`src/rtl/clkctl_pkg.sv`:
```
package clkctl_pkg;

    // Stored fields of the control register
    typedef struct packed {
        logic       en;      // PLL enable
        logic [1:0] ratio;   // multiplication code
        logic       used;    // ratio change already consumed
        logic       sel;     // system clock from PLL
        logic [1:0] per;     // peripheral clock selects
    } ctl_t;

    localparam int POS_EN    = 1;
    localparam int POS_RLO   = 2;
    localparam int POS_SEL   = 5;
    localparam int POS_PLO   = 6;
    localparam logic [1:0] RATIO_BAD = 2'b00;
    localparam logic [1:0] RATIO_RST = 2'b10;

    function automatic logic [7:0] pack_rd(input ctl_t c);
        return {c.per, c.sel, 1'b1, c.ratio, c.en, 1'b1};
    endfunction

endpackage

```
`src/rtl/clkctl_settle.sv`:
```
module clkctl_settle #(
    parameter int TICKS = 2000,
    localparam int W = $clog2(TICKS + 1)
) (
    input  logic clk,
    input  logic rst_n,
    input  logic tick,
    input  logic reload,
    output logic zero
);
    localparam logic [W-1:0] LOAD = W'(TICKS);

    logic [W-1:0] cnt_d, cnt_q;

    always_comb begin
        cnt_d = cnt_q;
        if (reload) begin
            cnt_d = LOAD;
        end else if (tick && cnt_q != '0) begin
            cnt_d = cnt_q - 1'b1;
        end
    end

    always_ff @(posedge clk or negedge rst_n) begin
        if (!rst_n) cnt_q <= LOAD;
        else        cnt_q <= cnt_d;
    end

    assign zero = (cnt_q == '0);

    assert_tick_decrements_R8: assert property (@(posedge clk) disable iff (!rst_n)
        (!reload && tick && cnt_q != '0) |=> (cnt_q == $past(cnt_q) - 1'b1));

    assert_reload_loads_R8: assert property (@(posedge clk) disable iff (!rst_n)
        reload |=> (cnt_q == LOAD));

endmodule

```
`src/rtl/clkctl_wrgate.sv`:
```
module clkctl_wrgate
    import clkctl_pkg::*;
(
    input  ctl_t       cur,
    input  logic       wr,
    input  logic [7:0] wd,
    input  logic       settled,
    output ctl_t       nxt,
    output logic       ratio_take
);
    logic [1:0] wr_ratio;
    logic       wr_en_bit;
    logic       wr_sel_bit;

    always_comb begin
        wr_ratio   = wd[POS_RLO +: 2];
        wr_en_bit  = wd[POS_EN];
        wr_sel_bit = wd[POS_SEL];
        nxt        = cur;
        ratio_take = 1'b0;
        if (wr) begin
            // ratio: once per reset, only with clock select cleared, never code 00
            ratio_take = !cur.used && !wr_sel_bit &&
                         (wr_ratio != RATIO_BAD) && (wr_ratio != cur.ratio);
            if (ratio_take) begin
                nxt.ratio = wr_ratio;
                nxt.used  = 1'b1;
            end
            nxt.en  = wr_en_bit;
            // select needs enable held before and after, plus a settled timer
            nxt.sel = cur.en && wr_en_bit && wr_sel_bit && settled;
            nxt.per = wd[POS_PLO +: 2];
        end
    end

endmodule

```
`src/rtl/clkctl_reg.sv`:
```
module clkctl_reg
    import clkctl_pkg::*;
#(
    parameter int SETTLE_TICKS = 2000
) (
    input  logic       clk,
    input  logic       rst_n,
    input  logic       ref_tick,
    input  logic       halt_mode,
    input  logic       reg_sel,
    input  logic       wr_en,
    input  logic [7:0] wr_data,
    output logic [7:0] rd_data,
    output logic       pll_on,
    output logic [1:0] pll_ratio,
    output logic       sysclk_pll,
    output logic [1:0] periph_sel,
    output logic       pll_ready
);
    localparam ctl_t CTL_RST = '{en: 1'b1, ratio: RATIO_RST, used: 1'b0,
                                 sel: 1'b0, per: 2'b00};

    ctl_t ctl_d, ctl_q;
    logic wr_hit;
    logic settled;
    logic ratio_take;

    assign wr_hit = reg_sel && wr_en;

    clkctl_wrgate u_gate (
        .cur        (ctl_q),
        .wr         (wr_hit),
        .wd         (wr_data),
        .settled    (settled),
        .nxt        (ctl_d),
        .ratio_take (ratio_take)
    );

    clkctl_settle #(.TICKS(SETTLE_TICKS)) u_settle (
        .clk    (clk),
        .rst_n  (rst_n),
        .tick   (ref_tick),
        .reload (ratio_take),
        .zero   (settled)
    );

    always_ff @(posedge clk or negedge rst_n) begin
        if (!rst_n) ctl_q <= CTL_RST;
        else        ctl_q <= ctl_d;
    end

    assign rd_data    = pack_rd(ctl_q);
    assign pll_on     = ctl_q.en && !halt_mode;
    assign pll_ratio  = ctl_q.ratio;
    assign sysclk_pll = ctl_q.sel;
    assign periph_sel = ctl_q.per;
    assign pll_ready  = settled && ctl_q.en && !halt_mode;

    assert_sel_needs_en_R7: assert property (@(posedge clk) disable iff (!rst_n)
        ctl_q.sel |-> ctl_q.en);

    assert_ratio_legal_R4: assert property (@(posedge clk) disable iff (!rst_n)
        ctl_q.ratio != RATIO_BAD);

    assert_ratio_frozen_R5: assert property (@(posedge clk) disable iff (!rst_n)
        ctl_q.used |=> $stable(ctl_q.ratio));

    assert_sel_after_settle_R8: assert property (@(posedge clk) disable iff (!rst_n)
        $rose(ctl_q.sel) |-> $past(settled));

    assert_idle_hold_R11: assert property (@(posedge clk) disable iff (!rst_n)
        !wr_hit |=> $stable(ctl_q));

    assert_ready_implies_on_R10: assert property (@(posedge clk) disable iff (!rst_n)
        pll_ready |-> pll_on);

endmodule

```
`config.mk`:
```
export PLATFORM = sky130hd
export DESIGN_NAME = clkctl_reg
export DESIGN_NICKNAME = d
export VERILOG_FILES = /design/src/rtl/clkctl_pkg.sv /design/src/rtl/clkctl_settle.sv /design/src/rtl/clkctl_wrgate.sv /design/src/rtl/clkctl_reg.sv
export SDC_FILE = /design/constraint.sdc
export NUM_CORES = 1
export LEC_CHECK = 0
export BUFFER_PORTS_ARGS = -buffer_cell sky130_fd_sc_hd__buf_2
export CORE_ASPECT_RATIO = 1.5
export CORE_MARGIN = 4
export CORE_UTILIZATION = 45
export DETAILED_ROUTE_END_ITERATION = 8
export PLACE_DENSITY = 0.82
export SYNTH_ARGS = -nofsm -noshare
export SYNTH_HDL_FRONTEND = slang
export SYNTH_SLANG_ARGS = --single-unit
```
`constraint.sdc`:
```
create_clock -name clk -period 1.8 [get_ports clk]
set_input_delay 0.36 -clock clk [delete_from_list [all_inputs] [get_ports clk]]
set_output_delay 0.36 -clock clk [all_outputs]
set_load 0.01 [all_outputs]
```
# Word level (Yosys, flattened, before mapping)
# Index checks and enable logic that the tools add are counted.
# word_totals
wordCells	30
reg_bits	18
output_inout_bits	15
# op_classes
reduce_logical	19
mux	3
eq_ne	1
addsub	1
# ops
op	count
$mux 11	2
$logic_and 1x1->1	11
$logic_not 11->1	1
$reduce_bool 11->1	1
$sub 11x1->11 const B	1
$reduce_bool 2->1	2
$logic_not 1->1	3
$ne 2x2->1	1
$reduce_and 2->1	1
$mux 1	1

# Depth between registers and ports, before layout
# Gate-level depths: netlist of the first run.
# logic_depth
depth_word	6
ltp_mapped	6
depth_no_buf	6

# Modules after synthesis
# Synthesis of the first run repeated with hierarchy kept, for this count alone.
# hier_totals
hier_cells	98
hier_area_um2	1023.5
# by_module_without_submodules
module	n_inst	cells_each	area_each_um2	seq_area_each_um2
clkctl_settle	1	60	599.3	282.8
clkctl_reg	1	23	292.8	177.7
clkctl_wrgate	1	15	131.4	0.0

# Least setup slack after synthesis of the first run
# No wires, ideal clock.
# synth_timing
kind	flip-flop to output port
startpoint	register u_settle.cnt_q[0]
endpoint	output pll_ready
t_arrival_ns	1.458
setup_slack_ns	-0.018
n_path_buf	0
required_ns	1.440
stages_incl_launch_ff	6
path_cell_list	dfrtp_1 -> inv_1 -> ha_1 -> nor4b_2 -> nand3_1 -> nor3b_1
# synth_via
elab_chain_len	3
# synth_rtl
item	line_no	rtl
start, declared	clkctl_settle.sv:13	logic [W-1:0] cnt_d, cnt_q;
start signal, assigned	clkctl_settle.sv:26	else cnt_q <= cnt_d;
$logic_not 11->1	clkctl_settle.sv:29	assign zero = (cnt_q == '0);
$logic_and 1x1->1 (2 in series)	clkctl_reg.sv:57	assign pll_ready = settled && ctl_q.en && !halt_mode;
end, declared	clkctl_reg.sv:18	output logic pll_ready
# No other way between the ends.

# Worst setup path in the final report of the first run
# layout_timing
startpoint	register u_settle.cnt_q[1]
endpoint	output pll_ready
# The elaborated chain is that of the path after synthesis.

==> results of run 1 <==
-- worst max-delay path: stages (launching register included) --
cell	delay [ns]
dfrtp_1	0.41
inv_2	0.08
ha_4	0.13
nor4b_4	0.23
nand3_2	0.15
nor3b_2	0.19
buf_2	0.15
-- placed cells by master (no fill, tap or decap), drive strengths merged, types with 3 or more instances in the layout --
master and n:
dfstp 8, nand2 8, clkbuf 4, nand2b 3, mux2 3, nor3 3
nor2 6, buf 38, xnor2 3, inv 4, nand3 3, dfrtp 10
-- registers in the layout, indices dropped and copies added, names as in the netlist --
register,cells
sysclk_pll,1
rd_data,1
periph_sel,2
pll_ratio,2
u_settle.cnt_q,11
ctl_q,1
-- timing repair --
| action | in CTS | in global routing |
|---|---|---|
| setup endpoints to repair | 2 | 7 |
| endpoints found under the hold margin | 10 | 0 |
| hold buffers | 1 | 0 |
| pin swaps | 2 | 4 |
| setup buffers | 5 | 6 |
| resized for setup | 5 | 8 |
-- metal layers --
| layer | GRT usage (%) | vias up | part of all wire (%) |
|---|---|---|---|
| met5 | 0 | - | 0 |
| met2 | 28.7 | 42 | 54 |
| met3 | 4.09 | 10 | 6.9 |
| met4 | 7.96 | 0 | 3.1 |
| met1 | 17.8 | 416 | 36 |
| li1 | - | 405 | - |
-- where the power goes --
part / total (mW) / switching (mW) / internal (mW)
Clock: 0.211 / 0.124 / 0.0862
Combinational: 0.702 / 0.346 / 0.356
Sequential: 0.808 / 0.197 / 0.612
-- stage by stage --
stage	setup TNS (ns)	cells
5_1_grt	-0.561	152
3_3_place_gp	0	138
2_1_floorplan	0	99
6_report	-0.319	152
4_1_cts	-0.163	148
3_5_place_dp	0	138
-- area by class of cell --
class / instances / share of cell area (%)
Multi-Input combinational cell: 65 / 39.8
Tap cell: 22 / 2.17
Timing Repair Buffer: 39 / 18.5
Sequential cell: 18 / 36.3
Clock buffer: 4 / 2.07
Inverter: 4 / 1.18
-- path summary, 6_finish.rpt --
path | startpoint | end | slack [ns] | depth (start not counted)
setup reg to reg | u_settle.cnt_q[6] | u_settle.cnt_q[7] | -0.10 | 6
min in group asynchronous | rst_n | periph_sel[0] | 0.52 | 2
hold / removal | wr_data[6] | periph_sel[0] | 0.30 | 2
hold reg to reg | ctl_q[3] | ctl_q[3] | 0.49 | 1
max in group asynchronous | rst_n | pll_ratio[1] | 0.95 | 2
setup / recovery | u_settle.cnt_q[1] | pll_ready | -0.19 | 6
-- kinds of logic after synthesis --
family | after synthesis
flip-flops | 18
XOR/XNOR | 4
multiplexers | 3
AND/OR/NAND/NOR | 33
AO/OA/AOI/OAI | 22
adder cells (fa/ha/maj) | 1
other | 1
buffers and inverters | 16
==> reports/results.ini, run 1 <==
[synth]
yosysUniqueCellTypes = 36
ys_warn_count = 0
synth_xor_area_share_pct = 3.45
yosysMostFrequentCell = buf_4
ys_seq_area_share_pct = 45.4
synth_top_family_by_area = simple AND/OR/NAND/NOR gates
synthArstFlopShare_pct = 100
netlist_area_sq_mm = 0.00101
yosys-top-cells-area = dfrtp_1 (25%), dfstp_2 (21%), buf_4 (8.9%)
synthTopCellsByCount = buf_4 (12), dfrtp_1 (10), dfstp_2 (8), nand2_1 (8), nor2_1 (6)
synth_compound_area_share_pct = 16.5
synthAdderAreaFrac_pct = 1.23
synth-edff-count = 0
synthCells = 98
yosysTopAreaCellShare_pct = 24.7
yosys.area_share.simple_pct = 19.4
synthMuxAreaShare_pct = 3.33
ys.flop_type = dfrtp_1
ys_ff_latch = 18
synth_top_area_cell = dfrtp_1
avgSynthCellArea_sq_um = 10.4

[finish]
syn2layout_area_growth_pct = 25.2
layout-drive-gt1-share_pct = 49.2
multiInputGateArea_sq_um = 505
finalNetCount = 146
fin_area_sq_mm = 0.00127
regArea_sq_um = 460
fill_cells = 170
final_util_pct = 61.1
antenna_cells = 0

[placement]
place_congestion = 0.736
place_ws_ns = 0.00339
place.port_buffers = 24
hpwlAfterDp_um = 1490
place_area_sq_mm = 0.00112

[global_routing]
grt_pass1_wl_um = 3730
track_usage_pct = 16.6
globalRoute.totalOverflow = 0
first_global_vias = 859
antenna_found_initial = 0
grt_max_degree = 19

[die]
fp.dieW_um = 46.8
row_count = 20
dieArea_sq_mm = 0.00309
io-pin-count = 29
chipHeight_um = 66.2
core_sq_mm = 0.00208
start_util_pct = 48.9

[drt]
routed_wl_um = 2520
vias = 873
via_per_inst = 5.74
routedWlPerCell_um = 16.6
detail_route.drc_violations = 0
first_iter_violations = 13
drt_first_pass_iters = 4
drtAntennaViolNets = 0

[sta]
slew_viol_final = 0
max_slew.worst_pin.slew_ns = 0.507
grt_setup_unrepaired = yes
holdWs_ns = 0.301
fin_skew_ns = 0.00619
fmax_mhz = 502
setup_viol = 3
fin_ws_ns = -0.191
min_period_ns = 1.99
post-route-period-util_pct = 111
relSlewSlack_pct = 65.9
hold_violations = 0

[setup_path]
crit_required_ns = 1.44
cp-end-kind = output pin
startpoint_type = flip-flop
cp_max_fo = 2
crit_type = reg2out
worstPathArrival_ns = 1.63

[clock_network]
cts_root_buf = clkbuf_4
numCtsBuffers = 3
h-tree-depth = 1
cts_num_sinks = 18
clockBufferDepth = 2
cts_tree = done
clk_latency_ns = 0.29
clk_pin_slew_ns = 0.10

[outcome]
outcome = finished, violations left
violations = setup timing

[power]
leakagePower_nw = 0.562
p_total_mw = 1.72
peakVddDrop_uv = 700
power_density_mw_per_mm2 = 1350

[flow_run]
cap_violations = 0

[worst_hold_path]
hold_class = in2reg

No activity file was read; power rests on OpenSTA's default activity.
==> run 2: changes to the inputs <==
--- a/config.mk
+++ b/config.mk
@@ -5,12 +5,13 @@
 export SDC_FILE = /design/constraint.sdc
 export NUM_CORES = 1
 export LEC_CHECK = 0
+export ABC_AREA = 1
 export BUFFER_PORTS_ARGS = -buffer_cell sky130_fd_sc_hd__buf_2
 export CORE_ASPECT_RATIO = 1.5
-export CORE_MARGIN = 4
 export CORE_UTILIZATION = 45
 export DETAILED_ROUTE_END_ITERATION = 8
-export PLACE_DENSITY = 0.82
+export PLACE_DENSITY = 0.81
+export SLEW_MARGIN = 10
 export SYNTH_ARGS = -nofsm -noshare
 export SYNTH_HDL_FRONTEND = slang
 export SYNTH_SLANG_ARGS = --single-unit
==> reports/results.ini, run 2 <==
[outcome]
outcome = finished, violations left
violations = setup timing

[clock_network]
cts_tree = done
cts_root_buf = clkbuf_4
clockBufferDepth = 2
numCtsBuffers = 3
h-tree-depth = 1
clk_latency_ns = 0.30
clk_pin_slew_ns = 0.10
cts_num_sinks = 18

[placement]
place_area_sq_mm = 0.00120
hpwlAfterDp_um = 1690
place.port_buffers = 24
place_ws_ns = 0.128
place_congestion = 0.869
dp.cells = 190

[die]
start_util_pct = 48.9
chipHeight_um = 63.4
dieArea_sq_mm = 0.00272
io-pin-count = 29
core_sq_mm = 0.00231
row_count = 21
fp.dieW_um = 42.9

[finish]
final_cell_mix = nand2_1 (54), buf_2 (24), nor2_1 (14), nand3_1 (13)
layout-drive-gt1-share_pct = 34.6
top_register = u_settle.cnt_q
multiInputGateArea_sq_um = 547
finalNetCount = 196
fill_cells = 215
largest_reg_flops = 11
final_cells = 202
syn2layout_area_growth_pct = 16.6
mostFrequentLayoutCell = nand2_1
fin_area_sq_mm = 0.00132
regArea_sq_um = 460
antenna_cells = 0

[synth]
synthCells = 153
avgSynthCellArea_sq_um = 7.39
ys_seq_area_share_pct = 40.7
ys_ff_latch = 18
netlist_area_sq_mm = 0.00113
synthTopCellsByCount = nand2_1 (55), nor2_1 (14), buf_4 (13), nand3_1 (13), dfrtp_1 (10)
yosysMostFrequentCell = nand2_1
synthArstFlopShare_pct = 100
ys.flop_type = dfrtp_1
ys_warn_count = 0
synth-edff-count = 0
yosys-top-cells-area = dfrtp_1 (22%), dfstp_2 (19%), nand2_1 (18%)
yosysTopAreaCellShare_pct = 22.1
synth_top_area_cell = dfrtp_1
yosysUniqueCellTypes = 25

[setup_path]
crit_required_ns = 1.44
r2r-end = u_settle.cnt_q[2]
startpoint_type = flip-flop
cp-end-kind = output pin
worstPathArrival_ns = 1.47
crit_path_start = u_settle.cnt_q[1]
cp_max_fo = 2
reg2reg_slack_ns = 0.26
r2r_cells = 11
critPathCapture = pll_ready
crit_type = reg2out
r2r-start = u_settle.cnt_q[1]

[power]
p_total_mw = 1.91
peakVddDrop_uv = 699
leakagePower_nw = 0.704
power_density_mw_per_mm2 = 1450

[global_routing]
grt_pass1_wl_um = 4040
globalRoute.totalOverflow = 0
track_usage_pct = 19.6
grt_max_degree = 19
first_global_vias = 1038
antenna_found_initial = 0

[drt]
routedWlPerCell_um = 12.3
vias = 1079
detail_route.drc_violations = 0
drt_first_pass_iters = 4
via_per_inst = 5.34
first_iter_violations = 22
routed_wl_um = 2490
drtAntennaViolNets = 0

[sta]
setup_viol = 1
fmax_mhz = 545
min_period_ns = 1.83
hold_violations = 0
slew_viol_final = 0
fin_ws_ns = -0.0334
fin_skew_ns = 0.00444
post-route-period-util_pct = 102
grt_setup_unrepaired = yes

[worst_hold_path]
min_from = wr_data[7]
hold_class = in2reg

[flow_run]
cap_violations = 0

-- run 2: changes by cell type in the layout (fill, tap and decap cells not counted), sizes merged, moves of 3 or more --
cell    delta
o21ai      +4
buf        -4
nand3     +11
nor2      +11
nand2     +50
inv       +10
nand2b     -3
mux2       -3
-- run 2: power breakdown --
part           internal [mW]  switching [mW]
clock                 0.0782           0.125
combinational          0.401           0.534
sequential             0.613           0.162
-- run 2: logic make-up (layout without fill, tap and decap cells) --
| logic type | count (synthesis) | in the layout | share of synthesized area, % |
|---|---|---|---|
| AO/OA/AOI/OAI | 8 | 8 | 3.76 |
| XOR/XNOR | 4 | 4 | 3.10 |
| adder cells (fa/ha/maj) | 1 | 1 | 1.11 |
| buffers and inverters | 27 | 52 | 13.5 |
| flip-flops | 18 | 18 | 40.7 |
| other | 1 | 2 | 0.332 |
| AND/OR/NAND/NOR | 94 | 94 | 37.5 |
-- run 2: how the worst min path moves through the flow --
stage / endpoint / slack [ns] / cells past startpoint
2_1_floorplan: ctl_q[3] / 0.06 / 0
3_3_place_gp: periph_sel[1] / 0.31 / 1
3_5_place_dp: periph_sel[1] / 0.31 / 1
4_1_cts: periph_sel[0] / 0.26 / 3
5_1_grt: periph_sel[0] / 0.27 / 3
6_report: periph_sel[1] / 0.26 / 3
-- run 2: critical path, stage by stage (launching register included) --
cell and delay [ns]:
dfrtp_1 0.42, inv_2 0.09, ha_4 0.15, nand2_4 0.05, nor2_4 0.12, nand3_4 0.08, nor3_2 0.11, buf_2 0.15
-- run 2: final cells by class --
type                            instances  area share [%]
Tap cell                               23            2.18
Inverter                               14            4.17
Sequential cell                        18            34.9
Timing Repair Buffer                   35            15.6
Clock buffer                            3            1.71
Multi-Input combinational cell        109            41.5
-- run 2: routing by layer --
metal / part of all wire [%] / GRT usage, % / vias to the layer above
li1: - / - / 523
met1: 37 / 17.4 / 498
met2: 54 / 37.7 / 44
met3: 4.8 / 4.01 / 14
met4: 4.2 / 11.7 / 0
met5: 0 / 0 / -
-- run 2: what timing repair did --
item,CTS,global route
setup endpoints to repair,1,1
buffers inserted,5,3
pin swaps,2,1
endpoints found under the hold margin,10,0
hold buffers,1,0
gates resized for setup,5,1
-- run 2: stage by stage --
stage / hold WS, ns / util [%] / TNS [ns]
after CTS: 0.264 / 55.8 / -0.0121
final: 0.255 / 57.0 / -0.0334
after global routing: 0.269 / 57.0 / -0.0722
after floorplan: 0.0644 / - / 0
after detailed placement: 0.310 / 51.9 / 0
after global placement: 0.306 / 51.9 / 0
==> run 3: changes to the inputs <==
==> constraint.sdc (replaced) <==
create_clock -name clk -period 1.86 [get_ports clk]
set_input_delay 0.372 -clock clk [delete_from_list [all_inputs] [get_ports clk]]
set_output_delay 0.372 -clock clk [all_outputs]
set_load 0.01 [all_outputs]
==> reports/results.ini, run 3 (synthesis gave the netlist of run 2 again) <==
[setup_path]
cp_max_fo = 3
cp_cell_sequence = inv_2, ha_4, nand2_4, nor2_4, nand3_4, nor3_2, buf_2
max_stage_delay_ns = 0.41
crit_required_ns = 1.49
cp_slowest_cell = dfrtp_1
crit_family = flip-flops
worstPathArrival_ns = 1.47
crit_path_start = u_settle.cnt_q[0]
startpoint_type = flip-flop
r2r-start = u_settle.cnt_q[0]
crit_buf_inv = 2
cp-end-kind = output pin
reg2reg_slack_ns = 0.30
crit_type = reg2out

[clock_network]
numCtsBuffers = 3
cts_root_buf = clkbuf_4
h-tree-depth = 1
clockBufferDepth = 2
cts_num_sinks = 18
cts_tree = done
clk_latency_ns = 0.31
clk_pin_slew_ns = 0.11

[finish]
final_cell_mix = nand2_1 (54), buf_2 (24), nor2_1 (14), nand3_1 (13), buf_4 (11)
antenna_cells = 0
top_register = u_settle.cnt_q
final_cells = 204
syn2layout_area_growth_pct = 18.5
mostFrequentLayoutCell = nand2_1
largest_reg_flops = 11
finalNetCount = 197
layout-drive-gt1-share_pct = 35.4

[sta]
grt_setup_unrepaired = yes
slew_viol_final = 0
holdWs_ns = 0.268
fin_skew_ns = 0.00466
hold_violations = 0
min_period_ns = 1.84
fmax_mhz = 542
tns_ns = 0
post-route-period-util_pct = 99.1
setup_viol = 0

[flow_run]
cap_violations = 0

[global_routing]
track_usage_pct = 19.1
grt_pass1_wl_um = 3930
globalRoute.totalOverflow = 0
antenna_found_initial = 0
first_global_vias = 1009
grt_max_degree = 19

[drt]
drtAntennaViolNets = 0
vias = 1065
drt_first_pass_iters = 4
via_per_inst = 5.22
first_iter_violations = 38
routed_wl_um = 2460
detail_route.drc_violations = 0
routedWlPerCell_um = 12.0

[die]
core_sq_mm = 0.00231
dieArea_sq_mm = 0.00272
fp.dieW_um = 42.9
start_util_pct = 48.9
row_count = 21
io-pin-count = 29
chipHeight_um = 63.4

[power]
sequentialPowerShare_pct = 39.1
clkPwrFrac_pct = 13.2
power.share.switching_pct = 41.7
p_sw_mw = 0.796
comb_power_share_pct = 47.7
leakagePower_nw = 0.716
power_density_mw_per_mm2 = 1420
peakVddDrop_uv = 738
internal_power_mw = 1.11

[placement]
place.port_buffers = 24
dp.cells = 190
place_congestion = 0.870
hpwlAfterDp_um = 1720

[outcome]
outcome = completed

[worst_hold_path]
min_from = wr_data[6]
hold_class = in2reg

[run 3: path summary, 6_finish.rpt]
kind	endpoint	cells after the start
min in group asynchronous	sysclk_pll	2
hold / removal	periph_sel[0]	3
hold reg to reg	u_settle.cnt_q[9]	2
setup / recovery	pll_ready	7
max in group asynchronous	u_settle.cnt_q[9]	2
setup reg to reg	u_settle.cnt_q[5]	11
[run 3: routing by layer]
layer	vias to the layer above	track usage, %	part of all wire [%]
li1	519	-	-
met1	501	17.3	37
met2	38	36.4	55
met3	7	3.44	4.4
met4	0	12.1	2.8
met5	-	0	0
[run 3: stage by stage]
| step | total power [mW] | setup slack [ns] | area (sq um) | util (%) |
|---|---|---|---|---|
| global placement | 1.46 | 0.184 | 1200 | 51.9 |
| finish | 1.91 | 0.0159 | 1340 | 58.0 |
| CTS | 1.81 | 0.00322 | 1290 | 55.8 |
| floorplan | 1.36 | 0.200 | 1130 | - |
| detailed placement | 1.49 | 0.162 | 1200 | 51.9 |
| global route | 2.06 | -0.0474 | 1340 | 58.0 |
[run 3: cell type report]
cell class              instances  area (sq um)
fillers                       208           972
multi-input cells             109           547
flip-flops and latches         18           460
repair buffers                 36           213
inverters                      14          55.1
clock buffers                   4          36.3
well taps                      23          28.8
[run 3: worst min-delay path: stages]
cell	delay [ns]
buf_2	0.08
nand2_1	0.04
nand2_1	0.05
[run 3: power groups by stage]
stage	Combinational (mW)	Clock (mW)	Sequential (mW)
after floorplan	0.647	0	0.712
after global placement	0.717	0	0.739
after detailed placement	0.739	0	0.750
after CTS	0.814	0.255	0.742
after global routing	1.02	0.272	0.768
final	0.910	0.252	0.745
[run 3: repair_timing]
action / 4_1_cts / 5_1_grt
pin swaps: 2 / 2
hold endpoints to repair: 10 / 0
hold buffers: 1 / 0
gates resized for setup: 5 / 1
buffers inserted: 3 / 6
setup endpoints to repair: 1 / 1
